===== src/rtl/ocsum_pkg.sv =====
package ocsum_pkg;
  localparam int OCSUM_DEFAULT_W = 16;

  typedef enum logic {
    ORDER_NATIVE  = 1'b0,
    ORDER_SWAPPED = 1'b1
  } byte_order_e;
endpackage


===== src/rtl/ocsum_adder.sv =====
// Ones-complement adder: carry out of the top bit re-enters at bit 0.
// The re-added carry can never produce a second carry.
module ocsum_adder #(
  parameter int W = 16
) (
  input  logic [W-1:0] a,
  input  logic [W-1:0] b,
  output logic [W-1:0] s
);
  logic [W:0] raw;
  assign raw = {1'b0, a} + {1'b0, b};
  assign s   = raw[W-1:0] + {{(W-1){1'b0}}, raw[W]};
endmodule


===== src/rtl/ocsum_swap.sv =====
// Exchanges the two halves of a word when enabled (even widths only).
module ocsum_swap #(
  parameter int W = 16
) (
  input  logic         en,
  input  logic [W-1:0] d,
  output logic [W-1:0] q
);
  generate
    if (W % 2 == 0) begin : g_even
      localparam int H = W / 2;
      assign q = en ? {d[H-1:0], d[W-1:H]} : d;
    end else begin : g_odd
      assign q = d;
    end
  endgenerate
endmodule


===== src/rtl/ocsum_stream.sv =====
module ocsum_stream
  import ocsum_pkg::*;
#(
  parameter int W = 16
) (
  input  logic        clk,
  input  logic        rst,
  input  byte_order_e order,
  input  logic        in_valid,
  input  logic        in_start,
  input  logic        in_last,
  input  logic [W-1:0] in_word,
  output logic        in_ready,
  output logic        sum_valid,
  output logic [W-1:0] sum_out
);
  logic         ready_q;
  logic         take;
  logic         swap;
  logic [W-1:0] word_n;
  logic [W-1:0] acc_q;
  logic [W-1:0] base;
  logic [W-1:0] acc_next;
  logic [W-1:0] csum_n;
  logic [W-1:0] csum_o;
  logic         valid_q;
  logic [W-1:0] out_q;

  assign swap = (order == ORDER_SWAPPED);
  assign take = in_valid & ready_q;

  ocsum_swap #(.W(W)) u_swap_in (.en(swap), .d(in_word), .q(word_n));

  assign base = in_start ? '0 : acc_q;

  ocsum_adder #(.W(W)) u_add (.a(base), .b(word_n), .s(acc_next));

  assign csum_n = ~acc_next;

  ocsum_swap #(.W(W)) u_swap_out (.en(swap), .d(csum_n), .q(csum_o));

  always_ff @(posedge clk) begin
    if (rst) begin
      ready_q <= 1'b0;
      acc_q   <= '0;
      valid_q <= 1'b0;
      out_q   <= '0;
    end else begin
      ready_q <= 1'b1;
      if (take) begin
        acc_q <= acc_next;
        if (in_last) begin
          valid_q <= 1'b1;
          out_q   <= csum_o;
        end else if (in_start) begin
          valid_q <= 1'b0;
        end
      end
    end
  end

  assign in_ready  = ready_q;
  assign sum_valid = valid_q;
  assign sum_out   = out_q;
endmodule


===== src/rtl/ocsum_update.sv =====
// Two-stage incremental revision: new = ~( ~old + ~x + y ).
module ocsum_update #(
  parameter int W = 16
) (
  input  logic         clk,
  input  logic         rst,
  input  logic         upd_valid,
  input  logic [W-1:0] old_csum,
  input  logic [W-1:0] old_word,
  input  logic [W-1:0] new_word,
  output logic         res_valid,
  output logic [W-1:0] res
);
  logic [W-1:0] delta;
  logic         s1_valid;
  logic [W-1:0] s1_sum;
  logic [W-1:0] s1_delta;
  logic [W-1:0] total;
  logic         s2_valid;
  logic [W-1:0] s2_res;

  ocsum_adder #(.W(W)) u_delta (.a(~old_word), .b(new_word), .s(delta));
  ocsum_adder #(.W(W)) u_total (.a(s1_sum), .b(s1_delta), .s(total));

  always_ff @(posedge clk) begin
    if (rst) begin
      s1_valid <= 1'b0;
      s1_sum   <= '0;
      s1_delta <= '0;
      s2_valid <= 1'b0;
      s2_res   <= '0;
    end else begin
      s1_valid <= upd_valid;
      s2_valid <= s1_valid;
      if (upd_valid) begin
        s1_sum   <= ~old_csum;
        s1_delta <= delta;
      end
      if (s1_valid) begin
        s2_res <= ~total;
      end
    end
  end

  assign res_valid = s2_valid;
  assign res       = s2_res;
endmodule


===== src/rtl/ocsum_engine.sv =====
module ocsum_engine
  import ocsum_pkg::*;
#(
  parameter int W = OCSUM_DEFAULT_W
) (
  input  logic         clk,
  input  logic         rst,
  input  logic         swap_en,
  input  logic         in_valid,
  output logic         in_ready,
  input  logic         in_start,
  input  logic         in_last,
  input  logic [W-1:0] in_word,
  output logic         sum_valid,
  output logic [W-1:0] sum_out,
  input  logic         upd_valid,
  input  logic [W-1:0] upd_old_csum,
  input  logic [W-1:0] upd_old_word,
  input  logic [W-1:0] upd_new_word,
  output logic         upd_res_valid,
  output logic [W-1:0] upd_res
);
  byte_order_e order;
  assign order = swap_en ? ORDER_SWAPPED : ORDER_NATIVE;

  ocsum_stream #(.W(W)) u_stream (
    .clk(clk), .rst(rst), .order(order),
    .in_valid(in_valid), .in_start(in_start), .in_last(in_last),
    .in_word(in_word), .in_ready(in_ready),
    .sum_valid(sum_valid), .sum_out(sum_out)
  );

  ocsum_update #(.W(W)) u_update (
    .clk(clk), .rst(rst), .upd_valid(upd_valid),
    .old_csum(upd_old_csum), .old_word(upd_old_word), .new_word(upd_new_word),
    .res_valid(upd_res_valid), .res(upd_res)
  );
endmodule


===== config.mk =====
export PLATFORM = sky130hd
export DESIGN_NAME = ocsum_engine
export DESIGN_NICKNAME = d
export VERILOG_FILES = /design/src/rtl/ocsum_pkg.sv /design/src/rtl/ocsum_adder.sv /design/src/rtl/ocsum_swap.sv /design/src/rtl/ocsum_stream.sv /design/src/rtl/ocsum_update.sv /design/src/rtl/ocsum_engine.sv
export SDC_FILE = /design/constraint.sdc
export NUM_CORES = 1
export LEC_CHECK = 0
export ABC_AREA = 1
export BUFFER_PORTS_ARGS = -buffer_cell sky130_fd_sc_hd__buf_2
export CORE_UTILIZATION = 53
export CTS_CLUSTER_SIZE = 40
export DETAILED_ROUTE_END_ITERATION = 10
export GPL_ROUTABILITY_DRIVEN = 1
export PLACE_DENSITY_LB_ADDON = 0.1
export SYNTH_ARGS = -nofsm -noshare
export SYNTH_HDL_FRONTEND = slang
export SYNTH_HIERARCHICAL = 1
export SYNTH_SLANG_ARGS = --single-unit

===== constraint.sdc =====
create_clock -name clk -period 4.16 [get_ports clk]
set_input_delay 1.248 -clock clk [delete_from_list [all_inputs] [get_ports clk]]
set_output_delay 1.248 -clock clk [all_outputs]
set_load 0.01 [all_outputs]

==> key figures <==
Placed design
  • Placer Congestion: 0.924
  • Instance area after placement: 9510 um2
  • Post-detailed-placement half-perimeter wirelength: 16.6 mm
  • Buffers added on ports: 105

Worst setup path
  • Worst flop-to-flop path startpoint: u_update/s1_delta[0]$_SDFFE_PP0P_
  • CP startpoint: swap_en
  • Critical path start-end classification: in -> reg
  • Capture point of the critical path: u_stream/sum_out[11]$_SDFFE_PP0P_
  • Worst Path Arrival: 4230 ps
  • Crit path capture type: register
  • Endpoint of the most critical register-to-register path: u_update/res[10]$_SDFFE_PP0P_
  • Data required time at the worst endpoint: 4390 ps
  • Crit-path max FO: 6
  • Worst r2r path cells: 24
  • Startpoint types: input pin
  • R2r setup slk: 730 ps

Synth
  • Mapped Area: 8440 um2
  • Dominant synthesized flop cell: dfxtp_1
  • FFs w/ async S/R, synth: 0%
  • Synthesized area per cell: 5.83 um2
  • Number of synthesized flops with an enable pin: 0
  • Post-Syn Instances: 1,448
  • Mapped Nets: 1,576
  • Register area share after synthesis: 19.9%
  • Synthesized flop and latch total: 84
  • Ys Warns: 6
  • Unique cell type count in the Yosys netlist: 37

Timing
  • Worst clock skew: 5.31 ps
  • Number of pins with negative max-slew slack in the final report: 0
  • Slew margin rel.: 30.8%
  • WHS: 467 ps
  • Setup violations, final: 0
  • Share of the clock period used by the worst path: 96.2%
  • Pin slew with the least headroom to its limit: 1040 ps
  • Upper clock frequency limit: 250 MHz
  • Post-layout minimum cycle time: 4000 ps
  • Final hold violation count: 0

Drt
  • Via total after detailed routing: 8,816
  • DR DRC count: 0
  • Drt via density: 4.82
  • Routed wire length per instance: 11.6 um
  • DR iter-0 viols: 510
  • Number of nets with antenna violations after detailed routing: 0
  • Final routed wirelength across all metal layers: 21.3 mm
  • 1st-pass router iterations: 5

Floorplan
  • Starting density of the core: 54.9%
  • Core region area: 15,400 um2
  • Chip width: 128 um
  • Total I/O pin count: 106
  • Row Count: 45
  • Area enclosed by the die boundary: 16,400 um2
  • Die Y: 128 um

GRT
  • Met1 Usage GRT: 31.7%
  • Global routing usage summed across all routing layers: 25.9%
  • Met2 Resource Use GR: 46.9%
  • Maximum number of pins on one net before global-route repair: 49
  • Vias in the first global route: 7,930
  • Global route overflow: 0
  • Initial antenna violation count: 0
  • GR Util met3: 3.71%
  • Global-route wire length before repair: 34.7 mm
  • Most heavily used metal layer in global routing: met2

Job
  • Maximum Capacitance Violations: 0

Power and ir drop
  • Worst IR drop on VDD: 0.000233 V
  • Sequential share of power: 31.0%
  • Leakage Power: 5.76 nW
  • Switching power: 1.06 mW
  • Internal Dissipation: 1.85 mW
  • Power share of the combinational group: 38.8%
  • Proportion of total power due to net switching: 36.5%
  • Clock network power share: 30.2%
  • Pwr Density: 282 nW/um2

Clocking
  • Clock buffer count from CTS: 9
  • Hold Buf Count CTS: 0
  • Clock latency on the worst-skew pair: 340 ps
  • Clock tree from TritonCTS: yes
  • Longest Clk Path Bufs: 2
  • Root Driver: clkbuf_16
  • CTS sink count: 84
  • H-tree depth reported by CTS: 3
  • CTS clk-pin slew, worst paths: 60 ps

Cells and area
  • Fillcell total: 1,442
  • Utilization of the core after routing: 67.2%
  • Fraction of layout cells with a size suffix above 1: 25.9%
  • Total Nets Final: 1,742
  • Growth of design area from synthesis to finish: 22.4%
  • Cell area after layout: 10,300 um2
  • # diodes: 0

Hold path
  • Type of the tightest min-delay check: reg -> reg

Run status
  • Outcome: completed
-- placed cells by master, fill, tap and decap left out, drive strengths merged --
cell,count
xnor2,12
bufinv,2
a21oi,25
fa,3
or2,3
buf,186
xor2,22
nor3,6
inv,235
ha,54
nand2,552
nand3,93
o21ai,39
clkinvlp,2
clkinv,1
and2,7
nand3b,4
o21bai,3
clkbuf,13
nand4,18
a31oi,2
nor2,253
dfxtp,84
-- timing repair --
item	CTS	global route
buffers inserted	0	11
gates resized for setup	0	82
endpoints found under the setup margin	0	24
-- cell type report --
class | count | area, um2 | area share, %
repair buffers | 188 | 1240 | 12.0
multi-input cells | 1096 | 5910 | 57.2
well taps | 211 | 264 | 2.56
clock inverters | 5 | 83.8 | 0.811
flip-flops and latches | 84 | 1680 | 16.3
inverters | 235 | 907 | 8.78
clock buffers | 11 | 243 | 2.35
-- worst max-delay path, cell delays in order --
cell and delay [ps]:
buf_12 100, clkinv_8 60, buf_8 130, nand2_2 60
nand2_2 80, ha_4 280, nand2_4 60, nor2_4 110
and2_4 140, nand2_2 50, nand2_2 70, a21oi_2 50
o21bai_1 150, ha_2 240, nand2_1 80, nor2_2 140
nand3_1 100, nor2_2 170, nand3_2 110, nor2_2 130
nand2_2 70, xnor2_2 190, inv_1 100, nand2_2 80
nand2_2 40, nor2_1 110, nor2_1 70
-- worst min-delay path by stage --
stage	startpoint	endpoint	slack [ps]	depth (start not counted)
3_3_place_gp	u_stream/sum_valid$_SDFFE_PP0P_	u_stream/sum_valid$_SDFFE_PP0P_	450	2
4_1_cts	u_stream/sum_valid$_SDFFE_PP0P_	u_stream/sum_valid$_SDFFE_PP0P_	470	2
3_5_place_dp	u_stream/sum_valid$_SDFFE_PP0P_	u_stream/sum_valid$_SDFFE_PP0P_	460	2
6_report	u_update/res[12]$_SDFFE_PP0P_	u_update/res[12]$_SDFFE_PP0P_	470	2
2_1_floorplan	u_stream/acc_q[14]$_SDFFE_PP0P_	u_stream/acc_q[14]$_SDFFE_PP0P_	450	2
5_1_grt	u_update/res[12]$_SDFFE_PP0P_	u_update/res[12]$_SDFFE_PP0P_	480	2
-- metal layers --
layer | routed length, um | vias up | part of all wire, %
li1 | - | 4717 | -
met1 | 9710 | 3878 | 46
met2 | 10400 | 184 | 49
met3 | 651 | 37 | 3.1
met4 | 546 | 0 | 2.6
met5 | 0 | - | 0
-- state kept, by name, indices dropped and copies added (netlist names) --
name                flops
u_update/s1_sum        16
u_update/s1_delta      16
u_stream/in_ready       1
u_update/s1_valid       1
u_stream/acc_q         16
u_stream/sum_valid      1
u_update/res           16
u_update/res_valid      1
u_stream/sum_out       16
-- Yosys cell counts (4+ instances only) --
| master | count | area, um2 |
|---|---|---|
| dfxtp_1 | 84 | 1680 |
| buf_4 | 6 | 45.0 |
| buf_2 | 11 | 55.1 |
| nand2_2 | 92 | 576 |
| nand3b_1 | 4 | 30.0 |
| nand3_1 | 80 | 400 |
| nor2_4 | 5 | 56.3 |
| inv_2 | 15 | 56.3 |
| nand3_2 | 10 | 100 |
| nor2_1 | 230 | 863 |
| xor2_1 | 20 | 175 |
| ha_1 | 54 | 676 |
| nand4_1 | 18 | 113 |
| and2_1 | 7 | 43.8 |
| a21oi_1 | 25 | 125 |
| buf_6 | 11 | 124 |
| o21ai_0 | 25 | 125 |
| nand2_1 | 457 | 1720 |
| inv_1 | 217 | 815 |
| o21ai_1 | 14 | 70.1 |
| xnor2_1 | 11 | 96.3 |
| nor2_2 | 18 | 113 |
-- per-stage QoR --
step / TNS (ps) / setup WS, ps / power [mW] / cells
6_report: 0 / 157 / 2.91 / 1830
5_1_grt: -187 / -42.9 / 3.11 / 1830
4_1_cts: 0 / 51.9 / 2.86 / 1817
3_5_place_dp: -4180 / -271 / 1.97 / 1801
3_3_place_gp: -2120 / -163 / 1.95 / 1801
2_1_floorplan: 0 / 17.2 / 1.68 / 1448
-- power by group through the flow --
stage	clock (mW)	sequential (mW)	combinational (mW)
CTS	0.899	0.903	1.05
detailed placement	0	0.921	1.05
floorplan	0	0.919	0.765
finish	0.880	0.902	1.13
global placement	0	0.919	1.03
global route	0.932	0.909	1.27
-- cells by family after synthesis --
kind of cell	count (synthesis)	synth area share [%]
adders and majority gates	57	8.72
DFF	84	19.9
and+or+nand+nor	936	49.3
xor gates and xnor gates	34	3.79
buffers and inverters	268	14.1
AOI/OAI and AO/OA	69	4.21
Power figures use the tool's default switching activity.
